File: src/rtl/uart_rxq_pkg.sv
`timescale 1ns/1ps
package uart_rxq_pkg;
  localparam int DATA_W = 8;

  typedef enum logic [2:0] {
    PAR_NONE = 3'd0,
    PAR_EVEN = 3'd1,
    PAR_ODD  = 3'd2,
    PAR_ONE  = 3'd3,
    PAR_ZERO = 3'd4
  } parity_e;

  // packed: brk is bit 3, overrun bit 0
  typedef struct packed {
    logic brk;
    logic frame;
    logic parity;
    logic overrun;
  } err_t;

  // control -> datapath strobes
  typedef struct packed {
    logic              push;
    logic              flush;
    logic [DATA_W-1:0] data;
    err_t              err;
  } strobe_t;

  // datapath -> control, registered events
  typedef struct packed {
    logic pushed;
    logic pushedErr;
    logic overrun;
  } dpEvent_t;
endpackage

File: src/rtl/uart_rxq_datapath.sv
`timescale 1ns/1ps
module uart_rxq_datapath
  import uart_rxq_pkg::*;
#(
  parameter int DEPTH = 16,
  localparam int AW = $clog2(DEPTH),
  localparam int CW = AW + 1
) (
  input  logic              clk,
  input  logic              rstN,
  input  strobe_t           strobe,
  input  logic              pop,
  output logic [DATA_W-1:0] headData,
  output err_t              headErr,
  output logic [CW-1:0]     count,
  output dpEvent_t          dpEv
);
  logic [DATA_W-1:0] dataMem [DEPTH];
  err_t              errMem  [DEPTH];
  logic [AW-1:0]     wrPtr, rdPtr;
  logic              ovrPending;
  logic              isEmpty, isFull, popOk, pushOk, drop;

  assign isEmpty = (count == '0);
  assign isFull  = (count == CW'(DEPTH));
  assign popOk   = pop && !isEmpty;
  assign pushOk  = strobe.push && (!isFull || popOk);
  assign drop    = strobe.push && !pushOk;

  always_ff @(posedge clk) begin
    if (pushOk && !strobe.flush) begin
      dataMem[wrPtr] <= strobe.data;
      errMem[wrPtr]  <= strobe.err;
    end
  end

  always_ff @(posedge clk or negedge rstN) begin
    if (!rstN) begin
      wrPtr      <= '0;
      rdPtr      <= '0;
      count      <= '0;
      ovrPending <= 1'b0;
      dpEv       <= '0;
    end else begin
      dpEv.pushed    <= pushOk && !strobe.flush;
      dpEv.pushedErr <= pushOk && !strobe.flush && (|strobe.err);
      dpEv.overrun   <= drop && !strobe.flush;
      if (strobe.flush) begin
        wrPtr      <= '0;
        rdPtr      <= '0;
        count      <= '0;
        ovrPending <= 1'b0;
      end else begin
        if (pushOk) wrPtr <= wrPtr + 1'b1;
        if (popOk)  rdPtr <= rdPtr + 1'b1;
        count <= count + CW'(pushOk) - CW'(popOk);
        if (drop)       ovrPending <= 1'b1;
        else if (popOk) ovrPending <= 1'b0;
      end
    end
  end

  always_comb begin
    headData = '0;
    headErr  = '0;
    if (!isEmpty) begin
      headData        = dataMem[rdPtr];
      headErr         = errMem[rdPtr];
      headErr.overrun = ovrPending;
    end
  end
endmodule

File: src/rtl/uart_rxq_ctrl.sv
`timescale 1ns/1ps
module uart_rxq_ctrl
  import uart_rxq_pkg::*;
#(
  parameter int TOUT_BITS = 4,
  parameter int CW = 5,
  localparam int TOUT_TICKS = TOUT_BITS * 16,
  localparam int TW = $clog2(TOUT_TICKS + 1)
) (
  input  logic          clk,
  input  logic          rstN,
  input  logic          sampleTick,
  input  logic          rxLine,
  input  logic          rxEnable,
  input  logic          fifoReset,
  input  logic [1:0]    dataCode,
  input  logic          stopCode,
  input  logic [2:0]    parityMode,
  input  logic [CW-2:0] trigLevel,
  input  logic [2:0]    irqClear,
  input  logic [CW-1:0] count,
  input  dpEvent_t      dpEv,
  output strobe_t       strobe,
  output logic [2:0]    irqStatus
);
  typedef enum logic [2:0] {S_IDLE, S_START, S_DATA, S_PAR, S_STOP} state_e;

  state_e            state;
  logic [1:0]        syncQ;
  logic              rxS;
  logic [3:0]        tickCnt;
  logic [2:0]        bitIdx;
  logic              stopIdx;
  logic [DATA_W-1:0] shReg;
  logic              parAcc, zeroAcc, stopLow, parErr;
  logic              parOn, parExp, midBit, frameDone, toutFire;
  logic [2:0]        lastBit;
  logic              armed;
  logic [TW-1:0]     toutCnt;
  logic [2:0]        events;

  assign rxS     = syncQ[1];
  assign lastBit = 3'(dataCode) + 3'd4;
  assign midBit  = sampleTick && (tickCnt == 4'd15);

  always_comb begin
    parOn  = 1'b1;
    parExp = 1'b0;
    unique case (parityMode)
      PAR_EVEN: parExp = parAcc;
      PAR_ODD:  parExp = ~parAcc;
      PAR_ONE:  parExp = 1'b1;
      PAR_ZERO: parExp = 1'b0;
      default:  parOn  = 1'b0;
    endcase
  end

  assign frameDone = rxEnable && midBit && (state == S_STOP) && (stopIdx == stopCode);

  always_comb begin
    strobe             = '0;
    strobe.flush       = !rxEnable || fifoReset;
    strobe.push        = frameDone;
    strobe.data        = shReg;
    strobe.err.parity  = parErr;
    strobe.err.frame   = stopLow | ~rxS;
    strobe.err.brk     = zeroAcc & ~rxS;
  end

  always_ff @(posedge clk or negedge rstN) begin
    if (!rstN) begin
      syncQ   <= 2'b11;
      state   <= S_IDLE;
      tickCnt <= '0;
      bitIdx  <= '0;
      stopIdx <= 1'b0;
      shReg   <= '0;
      parAcc  <= 1'b0;
      zeroAcc <= 1'b1;
      stopLow <= 1'b0;
      parErr  <= 1'b0;
    end else begin
      syncQ <= {syncQ[0], rxLine};
      if (!rxEnable) begin
        state   <= S_IDLE;
        tickCnt <= '0;
      end else if (sampleTick) begin
        unique case (state)
          S_IDLE: if (!rxS) begin
            state   <= S_START;
            tickCnt <= '0;
          end
          S_START: if (tickCnt == 4'd7) begin
            tickCnt <= '0;
            if (rxS) state <= S_IDLE;
            else begin
              state   <= S_DATA;
              bitIdx  <= '0;
              stopIdx <= 1'b0;
              shReg   <= '0;
              parAcc  <= 1'b0;
              zeroAcc <= 1'b1;
              stopLow <= 1'b0;
              parErr  <= 1'b0;
            end
          end else tickCnt <= tickCnt + 1'b1;
          S_DATA: if (midBit) begin
            shReg[bitIdx] <= rxS;
            parAcc  <= parAcc ^ rxS;
            zeroAcc <= zeroAcc & ~rxS;
            tickCnt <= '0;
            if (bitIdx == lastBit) state <= parOn ? S_PAR : S_STOP;
            else bitIdx <= bitIdx + 1'b1;
          end else tickCnt <= tickCnt + 1'b1;
          S_PAR: if (midBit) begin
            parErr  <= (rxS != parExp);
            zeroAcc <= zeroAcc & ~rxS;
            tickCnt <= '0;
            state   <= S_STOP;
          end else tickCnt <= tickCnt + 1'b1;
          S_STOP: if (midBit) begin
            stopLow <= stopLow | ~rxS;
            zeroAcc <= zeroAcc & ~rxS;
            tickCnt <= '0;
            if (stopIdx == stopCode) state <= S_IDLE;
            else stopIdx <= 1'b1;
          end else tickCnt <= tickCnt + 1'b1;
          default: state <= S_IDLE;
        endcase
      end
    end
  end

  // idle-line timer, restarted by each completed character
  assign toutFire = armed && sampleTick && (state == S_IDLE) &&
                    (toutCnt == TW'(TOUT_TICKS - 1));

  always_ff @(posedge clk or negedge rstN) begin
    if (!rstN) begin
      armed   <= 1'b0;
      toutCnt <= '0;
    end else if (!rxEnable) begin
      armed   <= 1'b0;
      toutCnt <= '0;
    end else if (frameDone) begin
      armed   <= 1'b1;
      toutCnt <= '0;
    end else if (toutFire) begin
      armed <= 1'b0;
    end else if (armed && sampleTick && state == S_IDLE) begin
      toutCnt <= toutCnt + 1'b1;
    end
  end

  assign events[0] = dpEv.pushed && (count >= CW'(trigLevel));
  assign events[1] = dpEv.pushedErr || dpEv.overrun;
  assign events[2] = toutFire;

  always_ff @(posedge clk or negedge rstN) begin
    if (!rstN) irqStatus <= '0;
    else       irqStatus <= (irqStatus & ~irqClear) | events;
  end
endmodule

File: src/rtl/uart_rx_fifo.sv
`timescale 1ns/1ps
module uart_rx_fifo
  import uart_rxq_pkg::*;
#(
  parameter int DEPTH = 16,
  parameter int TOUT_BITS = 4,
  localparam int AW = $clog2(DEPTH),
  localparam int CW = AW + 1
) (
  input  logic              clk,
  input  logic              rstN,
  input  logic              sampleTick,
  input  logic              rxLine,
  input  logic              rxEnable,
  input  logic              fifoReset,
  input  logic [1:0]        dataCode,
  input  logic              stopCode,
  input  logic [2:0]        parityMode,
  input  logic [AW-1:0]     trigLevel,
  input  logic              pop,
  output logic [DATA_W-1:0] headData,
  output logic [3:0]        headErr,
  output logic [AW-1:0]     fifoCount,
  output logic              fifoFull,
  input  logic [2:0]        irqClear,
  output logic [2:0]        irqStatus,
  output logic              irq
);
  strobe_t       strobe;
  dpEvent_t      dpEv;
  err_t          headErrS;
  logic [CW-1:0] count;

  uart_rxq_ctrl #(.TOUT_BITS(TOUT_BITS), .CW(CW)) u_ctrl (
    .clk(clk), .rstN(rstN), .sampleTick(sampleTick), .rxLine(rxLine),
    .rxEnable(rxEnable), .fifoReset(fifoReset), .dataCode(dataCode),
    .stopCode(stopCode), .parityMode(parityMode), .trigLevel(trigLevel),
    .irqClear(irqClear), .count(count), .dpEv(dpEv), .strobe(strobe),
    .irqStatus(irqStatus)
  );

  uart_rxq_datapath #(.DEPTH(DEPTH)) u_dp (
    .clk(clk), .rstN(rstN), .strobe(strobe), .pop(pop),
    .headData(headData), .headErr(headErrS), .count(count), .dpEv(dpEv)
  );

  assign headErr   = headErrS;
  assign fifoCount = count[CW-2:0];
  assign fifoFull  = count[CW-1];
  assign irq       = |irqStatus;
endmodule

File: config.mk
export PLATFORM = sky130hd
export DESIGN_NAME = uart_rx_fifo
export DESIGN_NICKNAME = d
export VERILOG_FILES = /design/src/rtl/uart_rxq_pkg.sv /design/src/rtl/uart_rxq_datapath.sv /design/src/rtl/uart_rxq_ctrl.sv /design/src/rtl/uart_rx_fifo.sv
export SDC_FILE = /design/constraint.sdc
export NUM_CORES = 1
export LEC_CHECK = 0
export ABC_AREA = 0
export BUFFER_PORTS_ARGS = -buffer_cell sky130_fd_sc_hd__buf_4
export CAP_MARGIN = 10
export CORE_UTILIZATION = 55
export DETAILED_ROUTE_END_ITERATION = 8
export GPL_ROUTABILITY_DRIVEN = 0
export PLACE_DENSITY = 0.72
export SLEW_MARGIN = 40
export SYNTH_ARGS = -nofsm -noshare
export SYNTH_HDL_FRONTEND = slang
export SYNTH_SLANG_ARGS = --single-unit
File: constraint.sdc
create_clock -name clk -period 2.9 [get_ports clk]
set_input_delay 0.29 -clock clk [delete_from_list [all_inputs] [get_ports clk]]
set_output_delay 0.29 -clock clk [all_outputs]
set_load 0.005 [all_outputs]
Word level (Yosys, flattened, before mapping)
Memory sizes are Yosys's and may differ from the RTL's.
Cells that the tools add are included.
Cells by class
  add/sub/neg operators: 8
  order comparisons: 3
  eq/ne operators: 35
  muxes and demuxes: 66
  bitwise gates (word level): 8
  reductions and logical operators: 45
Operator list (number)
  2-to-1 mux 3 bit: 14
  2-to-1 mux 4 bit: 10
  2-to-1 mux 8 bit: 4
  2-to-1 mux 7 bit: 4
  AND reduction 6 bit: 4
  2-to-1 mux 1 bit: 20
  inequality test 3 x 2 -> 1 bit, second input constant: 6
  one-hot mux 8 bit (2 select lines): 1
  logical AND 1 bit: 15
  one-hot mux 3 bit (5 select lines): 1
  AND reduction 7 bit: 2
  adder 4 x 1 -> 4 bit, second input constant: 3
  equality test 3 x 2 -> 1 bit, second input constant: 4
  one-hot mux 4 bit (3 select lines): 1
  nonzero test 2 bit: 6
  inequality test 2 x 1 -> 1 bit, second input constant: 5
  one-hot mux 1 bit (2 select lines): 5
  OR reduction 3 bit: 3
  bitwise mux 8 bit: 1
  inequality test 2 bit, second input constant: 4
  AND reduction 8 bit: 1
  adder 7 x 1 -> 7 bit, second input constant: 1
  equality test 7 x 6 -> 1 bit, second input constant: 1
  equality test 3 x 1 -> 1 bit, second input constant: 2
  other kinds (37): 47
Word-level totals
  register bits: 53
  memory bits (writable): 176
  bits of input ports: 20
  output and inout port bits: 21
  word-level logic and storage cells: 187
  memories: 2
Memory list
  u_dp.dataMem: words 16, bits a word 8, rd ports 1, clocked after memory_dff 0, write ports 1, RTL line uart_rxq_datapath.sv:18  | logic [DATA_W-1:0] dataMem [DEPTH];
  u_dp.errMem: words 16, bits a word 3, rd ports 1, clocked after memory_dff 0, write ports 1, RTL line uart_rxq_datapath.sv:19  | err_t errMem [DEPTH];

Longest topological paths before layout
Gate-level depths: netlist of the first run.
  depth after elaboration: 10
  mapped depth: 15
  gate-level depth less buffers: 14

By module
Synthesis of the first run repeated with hierarchy kept, for this count alone.
Second synthesis, totals
  cell total of the unflattened synthesis: 653
  area, all modules: 10161.0 um2
By module, submodules not included
  uart_rxq_datapath: times used 1, cells an instance 395, area each 7893.8 um2, sequential area each 5710.5 um2
  uart_rxq_ctrl: times used 1, cells an instance 257, area each 2260.9 um2, sequential area each 904.6 um2
  uart_rx_fifo: times used 1, cells an instance 1, area each 6.3 um2, sequential area each 0.0 um2

Worst setup path after synthesis of the first run
No wires, ideal clock.
  path kind: reg-to-reg
  start: register u_dp.count[3]
  end: register u_dp.count[4]
  setup time: 133 ps
  arrival: 2950 ps
  required time: 2767 ps
  setup slack: -183 ps
  cell stages (with the launch flop): 16
  buffers on the path: 1
  clock period less this slack: 3083 ps
  cell sequence: dfrtp_1 inv_1 ha_1 or4b_2 clkbuf_1 nand2_1 inv_1 ha_1 inv_1 ha_1 inv_1 fa_1 nand2b_1 a21oi_1 o21ai_0 nor3b_1
On the way
  cells in the longest elaborated chain, start to end: 8
  elaborated cells between the ends (all ways): 10
  classes of those cells: 2 x add/sub; 1 x eq/ne; 1 x mux; 6 x reduce/logical
Ends and longest elaborated chain
  start, declared: RTL line uart_rxq_datapath.sv:15  | output logic [CW-1:0] count,
  start signal, assigned: RTL line uart_rxq_datapath.sv:56  | count <= count + CW'(pushOk) - CW'(popOk);
  logical NOT 5 bit: RTL line uart_rxq_datapath.sv:24  | assign isEmpty = (count == '0);
  logical NOT 1 bit: RTL line uart_rxq_datapath.sv:26  | assign popOk = pop && !isEmpty;
  logical AND 1 bit: RTL line uart_rxq_datapath.sv:26
  logical OR 1 bit: RTL line uart_rxq_datapath.sv:27  | assign pushOk = strobe.push && (!isFull || popOk);
  logical AND 1 bit: RTL line uart_rxq_datapath.sv:27
  adder 5 x 1 -> 5 bit: RTL line uart_rxq_datapath.sv:56
  subtractor 5 x 1 -> 5 bit *: RTL line uart_rxq_datapath.sv:56
  2-to-1 mux 5 bit *: RTL line uart_rxq_datapath.sv:48  | if (strobe.flush) begin
Every way passes the cells marked *; elsewhere a longest branch is shown, timed or not.
A chain may end at the register's enable or synchronous reset.

Worst setup path in the final report of the first run
  start: register u_dp.count[2]
  end: register u_dp.count[4]
The elaborated chain is that of the path after synthesis.

==> results of run 1 <==
==> worst min path at each step <==
stage | start | endpoint | slack, ns
after floorplan | rstN | u_ctrl.armed | -0.006
after global placement | u_ctrl.syncQ[0] | u_ctrl.syncQ[1] | 0.35
after detailed placement | u_ctrl.syncQ[0] | u_ctrl.syncQ[1] | 0.35
after CTS | stopCode | u_ctrl.stopIdx | 0.03
after global routing | stopCode | u_ctrl.stopIdx | 0.05
final | stopCode | u_ctrl.stopIdx | 0.05
==> final cells by class <==
type	count	area share
tap	225	0.0244
clock buffer	26	0.0508
timing repair buffer	81	0.0568
clock inverter	13	0.0126
multi-input combinational	349	0.274
sequential	229	0.573
inverter	26	0.00846
==> flip-flops by register name (all words and copies together), names as in the netlist, 4 cells and up <==
signal          count
u_ctrl.shReg        8
u_dp.errMem        48
u_dp.rdPtr          4
u_dp.wrPtr          4
u_ctrl.tickCnt      4
u_dp.dataMem      128
u_dp.count          5
u_ctrl.toutCnt      7
==> metrics by stage <==
| step | setup TNS [ns] | hold WS, ns | setup slack, ns | power (mW) | instances |
|---|---|---|---|---|---|
| after global placement | 0 | 0.346 | 0.150 | 4.80 | 902 |
| after floorplan | 0 | -0.00559 | 0.0823 | 4.46 | 636 |
| final | 0 | 0.0495 | 0.125 | 7.83 | 949 |
| after global routing | -0.000414 | 0.0507 | -0.000414 | 8.14 | 949 |
| after detailed placement | 0 | 0.351 | 0.0406 | 4.84 | 902 |
| after CTS | 0 | 0.0349 | 0.00354 | 7.74 | 945 |
==> layer usage <==
| layer | up-vias | share of wire |
|---|---|---|
| met4 | 0 | 0.023 |
| met5 | - | 0 |
| met2 | 164 | 0.51 |
| li1 | 2627 | - |
| met1 | 2909 | 0.42 |
| met3 | 32 | 0.043 |
==> cells by family after synthesis <==
family / synth area share
AO/OA/AOI/OAI: 0.0545
XOR/XNOR: 0.00883
adder cells (fa/ha/maj): 0.0247
buffers and inverters: 0.0227
flip-flops: 0.667
multiplexers: 0.136
AND/OR/NAND/NOR: 0.0864
==> worst max-delay path: cells and delay by family, from the launching register on <==
family          cells  cell delay, ns
buf+inv             4            0.24
flops               1            0.40
simple gates        4            0.92
fa+ha+maj           4            0.88
compound gates      2            0.22
==> power by group through the flow <==
stage	sequential, mW	combinational [mW]	clock (mW)
6_report	3.62	1.32	2.89
5_1_grt	3.63	1.45	3.07
4_1_cts	3.62	1.17	2.95
3_5_place_dp	3.68	1.16	0
3_3_place_gp	3.68	1.12	0
2_1_floorplan	3.67	0.792	0
==> timing repair <==
item	in CTS	in global routing
buffers inserted	0	4
endpoints found under the setup margin	0	6
gates resized for setup	0	14
hold endpoints to repair	53	0
hold buffers	4	0
==> synth_stat cells, drive strengths merged, types with 4 or more instances <==
library cell    n
edfxtp        176
dfrtp          50
mux4           44
nand2          34
mux2i          33
nor2           29
inv            26
clkbuf         24
ha             18
o21ai          17
nor3           16
a21oi          15
nand4          15
o22ai          13
nand2b         12
nand3          12
buf             8
and2            6
xor2            6
o31ai           5
or3             5
a21o            4
nor2b           4
xnor2           4
==> results.tsv, run 1 <==
metric	value	unit
sum of routed wire length over all layers	20.4	mm
most crowded layer after global routing	met2	
worst min-delay path class	primary input to flop	
total I/O pin count	41	
remaining global-route overflow	0	
number of global-route vias before repair	5724	
net count after synthesis	675	
most common library cell in the layout ignoring fill and taps	sky130_fd_sc_hd__edfxtp_1	
Cell variety after synth	58	
vias	5732	
kind of launch point of the worst setup path	flop	
worst slew pin tran	0.756	ns
CP Max Fanout	6	
number of storage elements in the synthesis netlist	229	
worst flop-to-flop path endpoint	u_dp.count[4]	
max-cap check violation count	0	
cell-by-cell trace of the critical path	inv_2 -> ha_4 -> or4b_4 -> nand2_4 -> inv_2 -> ha_4 -> inv_2 -> ha_4 -> inv_2 -> fa_2 -> nand2b_4 -> a21oi_4 -> o21ai_1 -> nor3b_1	
post-route clock period utilization	0.957	
cell at the root of the clock tree	sky130_fd_sc_hd__clkbuf_16	
fin area	11500	um2
Lkg Pwr	4.23	nW
final hold viol count	0	
Die Area	18600	um2
maximum clock skew at final layout	0.0167	ns
Synth-to-Final Area Change	16.4	%
post-layout min period	2.78	ns
length of the first detailed-routing pass in iterations	4	
cell depth of the worst hold path	3	
Critical Path Slowest Stage Cell	sky130_fd_sc_hd__or4b_4	
number of buffers added by the clock tree synthesis step	23	
Post-DRT Antenna Nets	0	
Worst path most repeated cell	sky130_fd_sc_hd__inv_2	
Core ar.	17500	um2
average wire per standard cell	21.5	um
count of warnings emitted by yosys	0	
final number of setup-violating endpoints	0	
register area	6620	um2
critical path capture point	u_dp.count[4]	
part of the power in the clock network	0.369	
PwrDens	679	nW/um2
share of synthesized registers carrying an async set or reset	0.231	
most used cells in the layout excluding fill and tap cells	sky130_fd_sc_hd__edfxtp_1, sky130_fd_sc_hd__buf_4, sky130_fd_sc_hd__dfrtp_1	
effective utilization at floorplan	0.567	
count of pins over their slew limit	0	
startpoint of the worst setup timing path	u_dp.count[2]	
Synth area leaders	sky130_fd_sc_hd__edfxtp_1, sky130_fd_sc_hd__dfrtp_1, sky130_fd_sc_hd__mux4_2	
DRC Markers	0	
input/output buffers	40	
die height	136	um
number of sinks driven by the clock tree	229	
routed vias/inst	6.04	
area share of the largest cell type after synthesis	0.533	
ANT cells	0	
GR Layer Usage met2	0.402	
Synth Instances	636	
total global-route track usage	0.232	
worst setup slack for register-to-register paths	0.12	ns
worst supply voltage drop on vdd	0.586	mV
Worst-path clk slew	0.06	ns
synthesized area per cell	15.6	um2
worst reg2reg startpoint	u_dp.count[2]	
fraction of met1 tracks used by global routing	0.302	
TritonCTS clock tree	built	
FF-to-FF path depth	14	
total placed instance area	10700	um2
Seq/Total Area, Yosys	0.667	
data arrival time at the worst-slack endpoint	3.15	ns
Most used DFF post-synth	sky130_fd_sc_hd__edfxtp_1	
total of fill cells in the finished design	1201	
number of violations reported at the end of detailed-routing iteration 0	477	
first-pass GRT wire length	31.7	mm
sort of element at the end of the critical path	flop	
H-tree depth	1	
post-synth top area cell	sky130_fd_sc_hd__edfxtp_1	
Layout Utilization	0.660	
switching power of the nets	1.91	mW
met3 Resource Use GR	0.0313	
area taken by multi-input logic gates	3160	um2
largest net degree at the start of global routing	54	
Layout Nets	749	
proportion of power drawn by combinational gates	0.169	
summed instance area of the synthesized netlist	9910	um2
share of power burned in registers	0.462	
data required time at the worst endpoint	3.27	ns
number of enable-type register cells in the synthesized netlist	176	
Relative slew margins	0.495	
longest individual stage delay on the worst path	0.51	ns
internal power contribution	5.93	mW
outcome	completed	
worst-skew pair later-pin latency	0.51	ns
Worst Path Class, Setup	flop to flop	
Net Sw Frac	0.244	
placement row count	48	
Chip Width	136	um
maximum clock insertion buffer count	3	
Detailed Place HPWL	12.8	mm
initial antenna violation count	0	
maximum operating frequency	0.360	GHz
fraction of layout instances using a drive strength above 1	0.254	
(Power assumes the default switching activity.)
==> run 2, diff against run 1 <==
- CORE_UTILIZATION: 55 -> 61
- PLACE_DENSITY: 0.72 -> 0.76
- clock period: 2.9 -> 3 ns (I/O delays scaled with it)
==> run 2 against run 1 <==
Sequential share of layout area up 0.46 points. Non-clock buffer count unchanged. Power down 5.9%. Clock power down 6%. Clock-buffer cell count up 1. Sequential power down 3%. Critical path type is now flop to output pin. Largest cell class unchanged. Highest routed layer unchanged.
==> results.tsv, run 2 (synthesis gave the netlist of run 1 again) <==
metric	value	unit	change
Final TNS setup	0	ns	unchanged
average wire per standard cell	21.5	um	about the same
final hold viol count	0		unchanged
kind of launch point of the worst setup path	flop		unchanged
setup repair after global routing missed its margin	false		
buffers and inverters on the worst path	2		was 4
post-layout min period	2.82	ns	
Layout Nets	749		unchanged
hold slack final	0.0703	ns	was 0.0495 ns
register bank with the most flops	u_dp.dataMem		unchanged
Relative slew margins	0.545		was 0.495
first-pass GRT wire length	32.4	mm	was 31.7 mm
fin area	11400	um2	was 11500 um2
critical path's top delay family	multiplexers		was simple AND/OR/NAND/NOR gates
total I/O pin count	41		unchanged
longest individual stage delay on the worst path	0.64	ns	was 0.51 ns
H-tree depth	1		unchanged
Worst-path clk slew	0.06	ns	about the same
post-route clock period utilization	0.938		
number of buffers added by the clock tree synthesis step	23		unchanged
placement row count	46		was 48
number of violations reported at the end of detailed-routing iteration 0	502		was 477
DRC Markers	0		unchanged
worst flop-to-flop path endpoint	u_dp.count[4]		unchanged
Synth-to-Final Area Change	15.5	%	was 16.4%
cell at the root of the clock tree	sky130_fd_sc_hd__clkbuf_16		unchanged
number of sinks driven by the clock tree	229		unchanged
TritonCTS clock tree	built		unchanged
number of cells after detailed placement	896		was 902
Chip Width	129	um	was 136 um
flip-flop count of the largest register after layout	128		unchanged
input/output buffers	40		unchanged
final instance count without filler cells	939		was 949
number of global-route vias before repair	6042		was 5724
initial antenna violation count	0		unchanged
fraction of layout instances using a drive strength above 1	0.243		was 0.254
worst min-delay path class	primary input to flop		unchanged
Core ar.	15900	um2	was 17500 um2
total of fill cells in the finished design	1011		was 1201
outcome	completed		unchanged
post-route worst setup slack	0.185	ns	was 0.125 ns
Die Area	16800	um2	was 18600 um2
sum of routed wire length over all layers	20.2	mm	was 20.4 mm
largest net degree at the start of global routing	54		unchanged
data arrival time at the worst-slack endpoint	2.52	ns	was 3.15 ns
PwrDens	644	nW/um2	was 679 nW/um2
cell-by-cell trace of the critical path	buf_12 -> mux4_2 -> mux2i_1 -> o22ai_1 -> buf_4		was inv_2 -> ha_4 -> or4b_4 -> nand2_4 -> inv_2 -> ha_4 -> inv_2 -> ha_4 -> inv_2 -> fa_2 -> nand2b_4 -> a21oi_4 -> o21ai_1 -> nor3b_1
sort of element at the end of the critical path	output pin		was flop
maximum operating frequency	0.355	GHz	
worst reg2reg startpoint	u_dp.count[2]		unchanged
worst supply voltage drop on vdd	0.414	mV	was 0.586 mV
startpoint of the tightest hold check path	stopCode		unchanged
routed vias/inst	6.19		was 6.04
CP Max Fanout	23		was 6
Worst Path Class, Setup	flop to output pin		was flop to flop
total global-route track usage	0.258		was 0.232
count of pins over their slew limit	0		unchanged
data required time at the worst endpoint	2.70	ns	was 3.27 ns
maximum clock insertion buffer count	3		unchanged
vias	5811		was 5732
maximum clock skew at final layout	0.0196	ns	was 0.0167 ns
ANT cells	0		unchanged
final number of setup-violating endpoints	0		unchanged
setup slack at placement	-0.00522	ns	was 0.0406 ns
number of gates on the worst path with buffers counted	5		was 14
worst-skew pair later-pin latency	0.51	ns	about the same
total placed instance area	10700	um2	about the same
Lkg Pwr	4.21	nW	was 4.23 nW
FF-to-FF path depth	14		unchanged
top flop regs	u_dp.dataMem: 128 flops, u_dp.errMem: 48 flops, u_ctrl.shReg: 8 flops		unchanged
most used cells in the layout excluding fill and tap cells	sky130_fd_sc_hd__edfxtp_1, sky130_fd_sc_hd__buf_4, sky130_fd_sc_hd__dfrtp_1		unchanged
die height	129	um	was 136 um
cell depth of the worst hold path	3		unchanged
Detailed Place HPWL	13.1	mm	was 12.8 mm
worst setup slack for register-to-register paths	0.19	ns	was 0.12 ns
effective utilization at floorplan	0.624		was 0.567
Critical Path Slowest Stage Cell	sky130_fd_sc_hd__dfrtp_2		was sky130_fd_sc_hd__or4b_4
most common library cell in the layout ignoring fill and taps	sky130_fd_sc_hd__edfxtp_1		unchanged
Post-DRT Antenna Nets	0		unchanged
worst slew pin tran	0.681	ns	was 0.756 ns
length of the first detailed-routing pass in iterations	5		was 4
remaining global-route overflow	0		unchanged
Hold Crit Endpoint	u_ctrl.stopIdx		unchanged
max-cap check violation count	0		unchanged
## run 2: cell types whose count changed in the layout (fill, tap and decap cells not counted), moves of 2 or more
cell | previous run | this run
sky130_fd_sc_hd__inv_1 | 21 | 26
sky130_fd_sc_hd__inv_2 | 5 | 0
sky130_fd_sc_hd__ha_4 | 3 | 0
sky130_fd_sc_hd__ha_1 | 15 | 17
sky130_fd_sc_hd__nand2_2 | 0 | 2
sky130_fd_sc_hd__nand2b_1 | 10 | 12
## run 2: layout make-up
| type | count | area [um2] | area share |
|---|---|---|---|
| Tap cell | 216 | 270 | 0.0236 |
| Multi-Input combinational cell | 349 | 3100 | 0.271 |
| Sequential cell | 229 | 6620 | 0.578 |
| Inverter | 26 | 97.6 | 0.00852 |
| Clock buffer | 27 | 591 | 0.0516 |
| Clock inverter | 11 | 113 | 0.00984 |
| Timing Repair Buffer | 81 | 656 | 0.0573 |
## run 2: timing repair
item | CTS | global route
endpoints found under the setup margin | 12 | 2
pin swaps | 1 | 0
endpoints found under the hold margin | 53 | 0
buffers inserted | 1 | 0
resized for setup | 2 | 1
hold buffers | 4 | 0
## run 2: stage by stage
step / power (mW) / utilization
floorplan: 4.28 / -
global placement: 4.65 / 0.672
detailed placement: 4.69 / 0.672
CTS: 7.41 / 0.720
global route: 7.67 / 0.721
finish: 7.37 / 0.721
## run 2: worst min-delay path, delay by kind of cell
family	cells	cell delay [ns]
AO/OA/AOI/OAI	1	0.06
AND/OR/NAND/NOR	1	0.05
buffers and inverters	1	0.12
## run 2: worst max-delay path by stage
stage / from / end
2_1_floorplan: u_dp.count[3] / u_dp.count[4]
3_3_place_gp: u_dp.count[2] / u_dp.count[4]
6_report: u_dp.rdPtr[0] / headErr[3]
3_5_place_dp: u_dp.count[2] / u_dp.count[4]
4_1_cts: u_dp.count[2] / u_dp.count[4]
5_1_grt: u_dp.count[2] / u_dp.count[4]
## run 2: metal layers
layer	global-route usage	part of all wire	vias to the layer above
met4	0.0698	0.017	0
li1	-	-	2626
met3	0.0355	0.056	30
met2	0.455	0.52	203
met1	0.341	0.41	2952
met5	0	0	-
## run 2: power breakdown
group	leakage [nW]	total [mW]	switching [mW]	internal [mW]
combinational	1.41	1.16	0.584	0.571
clock	0.341	2.72	1.14	1.58
sequential	2.45	3.50	0.0646	3.44
==> run 3, diff against run 2 <==
- CORE_UTILIZATION: 61 -> 62
- HOLD_SLACK_MARGIN: not set -> 0.15
- PLACE_DENSITY: 0.76 -> 0.77
- SYNTH_HIERARCHICAL: not set -> 1
==> run 3 against run 2 <==
Cell count increased by 2.8%. Flip-flop and latch count unchanged. Area after synthesis is 2.5% higher. Cell area increased by 1.7%. Die area is 0.82% higher. Synthesized cell count is 2.7% higher. Critical path type unchanged. Clock-buffer cell count increased by 2. Wire length grew 1.0%. Largest power group unchanged. Sequential share of layout area shrank 0.93 points. Core utilization is 0.94 points higher.
==> results.tsv, run 3 <==
metric	value	unit	change
input/output buffers	40		unchanged
Synth-to-Final Area Change	14.6	%	was 15.5%
flip-flop count of the largest register after layout	128		unchanged
total I/O pin count	41		unchanged
post-synth top area cell	sky130_fd_sc_hd__edfxtp_1		unchanged
total of fill cells in the finished design	1010		was 1011
Die Area	16900	um2	was 16800 um2
post-route clock period utilization	0.984		was 0.938
maximum operating frequency	0.339	GHz	was 0.355 GHz
share of synthesized registers carrying an async set or reset	0.231		unchanged
worst reg2reg startpoint	u_dp/count[2]		was u_dp.count[2]
FF-to-FF path depth	13		was 14
Layout Nets	772		was 749
Synth area leaders	sky130_fd_sc_hd__edfxtp_1, sky130_fd_sc_hd__dfrtp_1, sky130_fd_sc_hd__mux4_2		unchanged
first-pass GRT wire length	32.0	mm	was 32.4 mm
worst-skew pair later-pin latency	0.50	ns	was 0.51 ns
Core ar.	15900	um2	about the same
number of enable-type register cells in the synthesized netlist	176		unchanged
post-layout total power	7.47	mW	was 7.37 mW
cell at the root of the clock tree	sky130_fd_sc_hd__clkbuf_16		unchanged
maximum clock insertion buffer count	3		unchanged
fraction of layout instances using a drive strength above 1	0.236		was 0.243
worst min-delay path class	primary input to flop		unchanged
most common cell in the synthesized netlist	sky130_fd_sc_hd__edfxtp_1		unchanged
worst setup slack for register-to-register paths	0.10	ns	was 0.19 ns
number of sinks driven by the clock tree	229		unchanged
Chip Width	130	um	was 129 um
Routed met2 length	10.5	mm	about the same
data required time at the worst endpoint	2.70	ns	about the same
Seq/Total Area, Yosys	0.651		was 0.667
CP Max Fanout	14		was 23
Cell variety after synth	68		was 58
PwrDens	642	nW/um2	was 644 nW/um2
net count after synthesis	692		was 675
length of the first detailed-routing pass in iterations	5		unchanged
DRC Markers	0		unchanged
data arrival time at the worst-slack endpoint	2.65	ns	was 2.52 ns
cell depth of the worst hold path	4		was 3
count of pins over their slew limit	0		unchanged
register area	6620	um2	about the same
commonest cells in the synthesized netlist	sky130_fd_sc_hd__edfxtp_1, sky130_fd_sc_hd__dfrtp_1, sky130_fd_sc_hd__nor2_1		was sky130_fd_sc_hd__edfxtp_1, sky130_fd_sc_hd__dfrtp_1, sky130_fd_sc_hd__mux4_2
Synth Instances	653		was 636
sum of routed wire length over all layers	20.4	mm	was 20.2 mm
average wire per standard cell	21.1	um	was 21.5 um
top flop regs	u_dp/dataMem: 128 flops, u_dp/errMem: 48 flops, u_ctrl/shReg: 8 flops		was u_dp.dataMem: 128 flops, u_dp.errMem: 48 flops, u_ctrl.shReg: 8 flops
worst slew pin tran	0.688	ns	was 0.681 ns
number of violations reported at the end of detailed-routing iteration 0	463		was 502
most common library cell in the layout ignoring fill and taps	sky130_fd_sc_hd__edfxtp_1		unchanged
number of buffers added by the clock tree synthesis step	23		unchanged
largest net degree at the start of global routing	54		unchanged
met3 routed wirelength	1.13	mm	was 1.14 mm
effective utilization at floorplan	0.637		was 0.624
Routed met1 length	8.17	mm	was 8.20 mm
TritonCTS clock tree	built		unchanged
synthesized area per cell	15.6	um2	about the same
area share of the largest cell type after synthesis	0.520		was 0.533
routed vias/inst	6.15		was 6.19
Detailed Place HPWL	12.8	mm	was 13.1 mm
startpoint of the tightest hold check path	pop		was stopCode
die height	130	um	was 129 um
Post-DRT Antenna Nets	0		unchanged
final number of setup-violating endpoints	0		unchanged
Hold Crit Endpoint	u_dp/rdPtr[2]		was u_ctrl.stopIdx
number of storage elements in the synthesis netlist	229		unchanged
register bank with the most flops	u_dp/dataMem		was u_dp.dataMem
Lkg Pwr	4.36	nW	was 4.21 nW
final hold viol count	0		unchanged
placement row count	46		unchanged
maximum clock skew at final layout	0.00994	ns	was 0.0196 ns
vias	5936		was 5811
total global-route track usage	0.255		was 0.258
uppermost layer routed	met4		unchanged
ANT cells	0		unchanged
number of global-route vias before repair	6079		was 6042
area taken by multi-input logic gates	3200	um2	was 3100 um2
startpoint of the worst setup timing path	u_dp/rdPtr[1]		was u_dp.rdPtr[0]
final instance count without filler cells	965		was 939
sort of element at the end of the critical path	output pin		unchanged
initial antenna violation count	0		unchanged
H-tree depth	1		unchanged
setup slack at placement	-0.102	ns	was -0.00522 ns
summed instance area of the synthesized netlist	10200	um2	was 9910 um2
post-route worst setup slack	0.0494	ns	was 0.185 ns
Worst Path Class, Setup	flop to output pin		unchanged
post-layout min period	2.95	ns	was 2.82 ns
outcome	completed		unchanged
remaining global-route overflow	0		unchanged
worst flop-to-flop path endpoint	u_dp/count[4]		was u_dp.count[4]
most used cells in the layout excluding fill and tap cells	sky130_fd_sc_hd__edfxtp_1, sky130_fd_sc_hd__buf_4, sky130_fd_sc_hd__dfrtp_1		unchanged
count of warnings emitted by yosys	6		was 0
Worst-path clk slew	0.06	ns	about the same
number of cells after detailed placement	910		was 896
worst supply voltage drop on vdd	0.524	mV	was 0.414 mV
kind of launch point of the worst setup path	flop		unchanged
max-cap check violation count	0		unchanged
Relative slew margins	0.541		was 0.545
Most used DFF post-synth	sky130_fd_sc_hd__edfxtp_1		unchanged
==> run 3: cell count changes after synthesis, moves of 9 or more <==
cell / previous run / this run
sky130_fd_sc_hd__a211oi_1: 2 / 24
sky130_fd_sc_hd__nand2_1: 34 / 23
sky130_fd_sc_hd__nor2b_1: 4 / 17
sky130_fd_sc_hd__o21ai_0: 16 / 34
sky130_fd_sc_hd__nand4_1: 14 / 3
sky130_fd_sc_hd__mux2i_1: 33 / 15
sky130_fd_sc_hd__mux4_2: 44 / 31
sky130_fd_sc_hd__o22ai_1: 13 / 4
sky130_fd_sc_hd__clkbuf_1: 24 / 9
sky130_fd_sc_hd__mux4_1: 0 / 13
sky130_fd_sc_hd__buf_4: 0 / 9
sky130_fd_sc_hd__nor2_1: 29 / 44
==> run 3: layer usage <==
| layer | global-route usage | vias up |
|---|---|---|
| li1 | - | 2688 |
| met4 | 0.0944 | 0 |
| met1 | 0.335 | 2981 |
| met3 | 0.0295 | 42 |
| met5 | 0 | - |
| met2 | 0.443 | 225 |
==> run 3: critical path, stage by stage (launching register included) <==
cell and delay [ns]:
sky130_fd_sc_hd__dfrtp_4 0.61, sky130_fd_sc_hd__mux4_1 0.66, sky130_fd_sc_hd__nor2b_1 0.16, sky130_fd_sc_hd__a211oi_1 0.39, sky130_fd_sc_hd__a211oi_1 0.13, sky130_fd_sc_hd__buf_4 0.19
==> run 3: cell type report <==
class	instances	area share
clock buffer	29	0.0514
timing repair buffer	92	0.0630
clock inverter	12	0.00967
sequential	229	0.569
tap	216	0.0232
multi-input combinational	359	0.275
inverter	28	0.00903
==> run 3: stage by stage <==
stage	cell area, um2	util	TNS, ns	hold slack (ns)
detailed placement	10800	0.677	-0.102	0.350
floorplan	10200	-	0	0.00441
global placement	10800	0.677	0	0.346
global route	11600	0.730	-0.000874	0.223
CTS	11600	0.727	-0.0104	0.192
finish	11600	0.730	0	0.204
==> run 3: worst max path at each step <==
stage	cells past startpoint	slack, ns	end
floorplan	15	0.01	u_dp/count[4]
global placement	13	0.12	u_dp/count[4]
detailed placement	13	-0.10	u_dp/count[4]
CTS	14	-0.01	u_dp/count[4]
global route	14	-0.0009	u_dp/count[4]
finish	5	0.05	headData[7]
==> run 3: power by group <==
part	internal [mW]	switching [mW]	total, mW
clock	1.59	1.13	2.72
sequential	3.44	0.0324	3.47
combinational	0.635	0.649	1.28
total	5.66	1.81	7.47
==> run 3: logic make-up after synthesis <==
logic type                 Yosys count  synth area share
AOI/OAI and AO/OA                  110            0.0733
and+or+nand+nor                    150            0.0784
other                                1          0.000369
xor gates and xnor gates            19            0.0164
buffers and inverters               65            0.0382
muxes                               60             0.118
adders and majority gates           19            0.0241
DFF                                229             0.651
==> run 3: repair_timing <==
action	in CTS	in global routing
pin swaps	0	6
hold buffers	7	0
endpoints found under the setup margin	2	1
buffers inserted	1	6
resized for setup	3	4
hold endpoints to repair	56	0
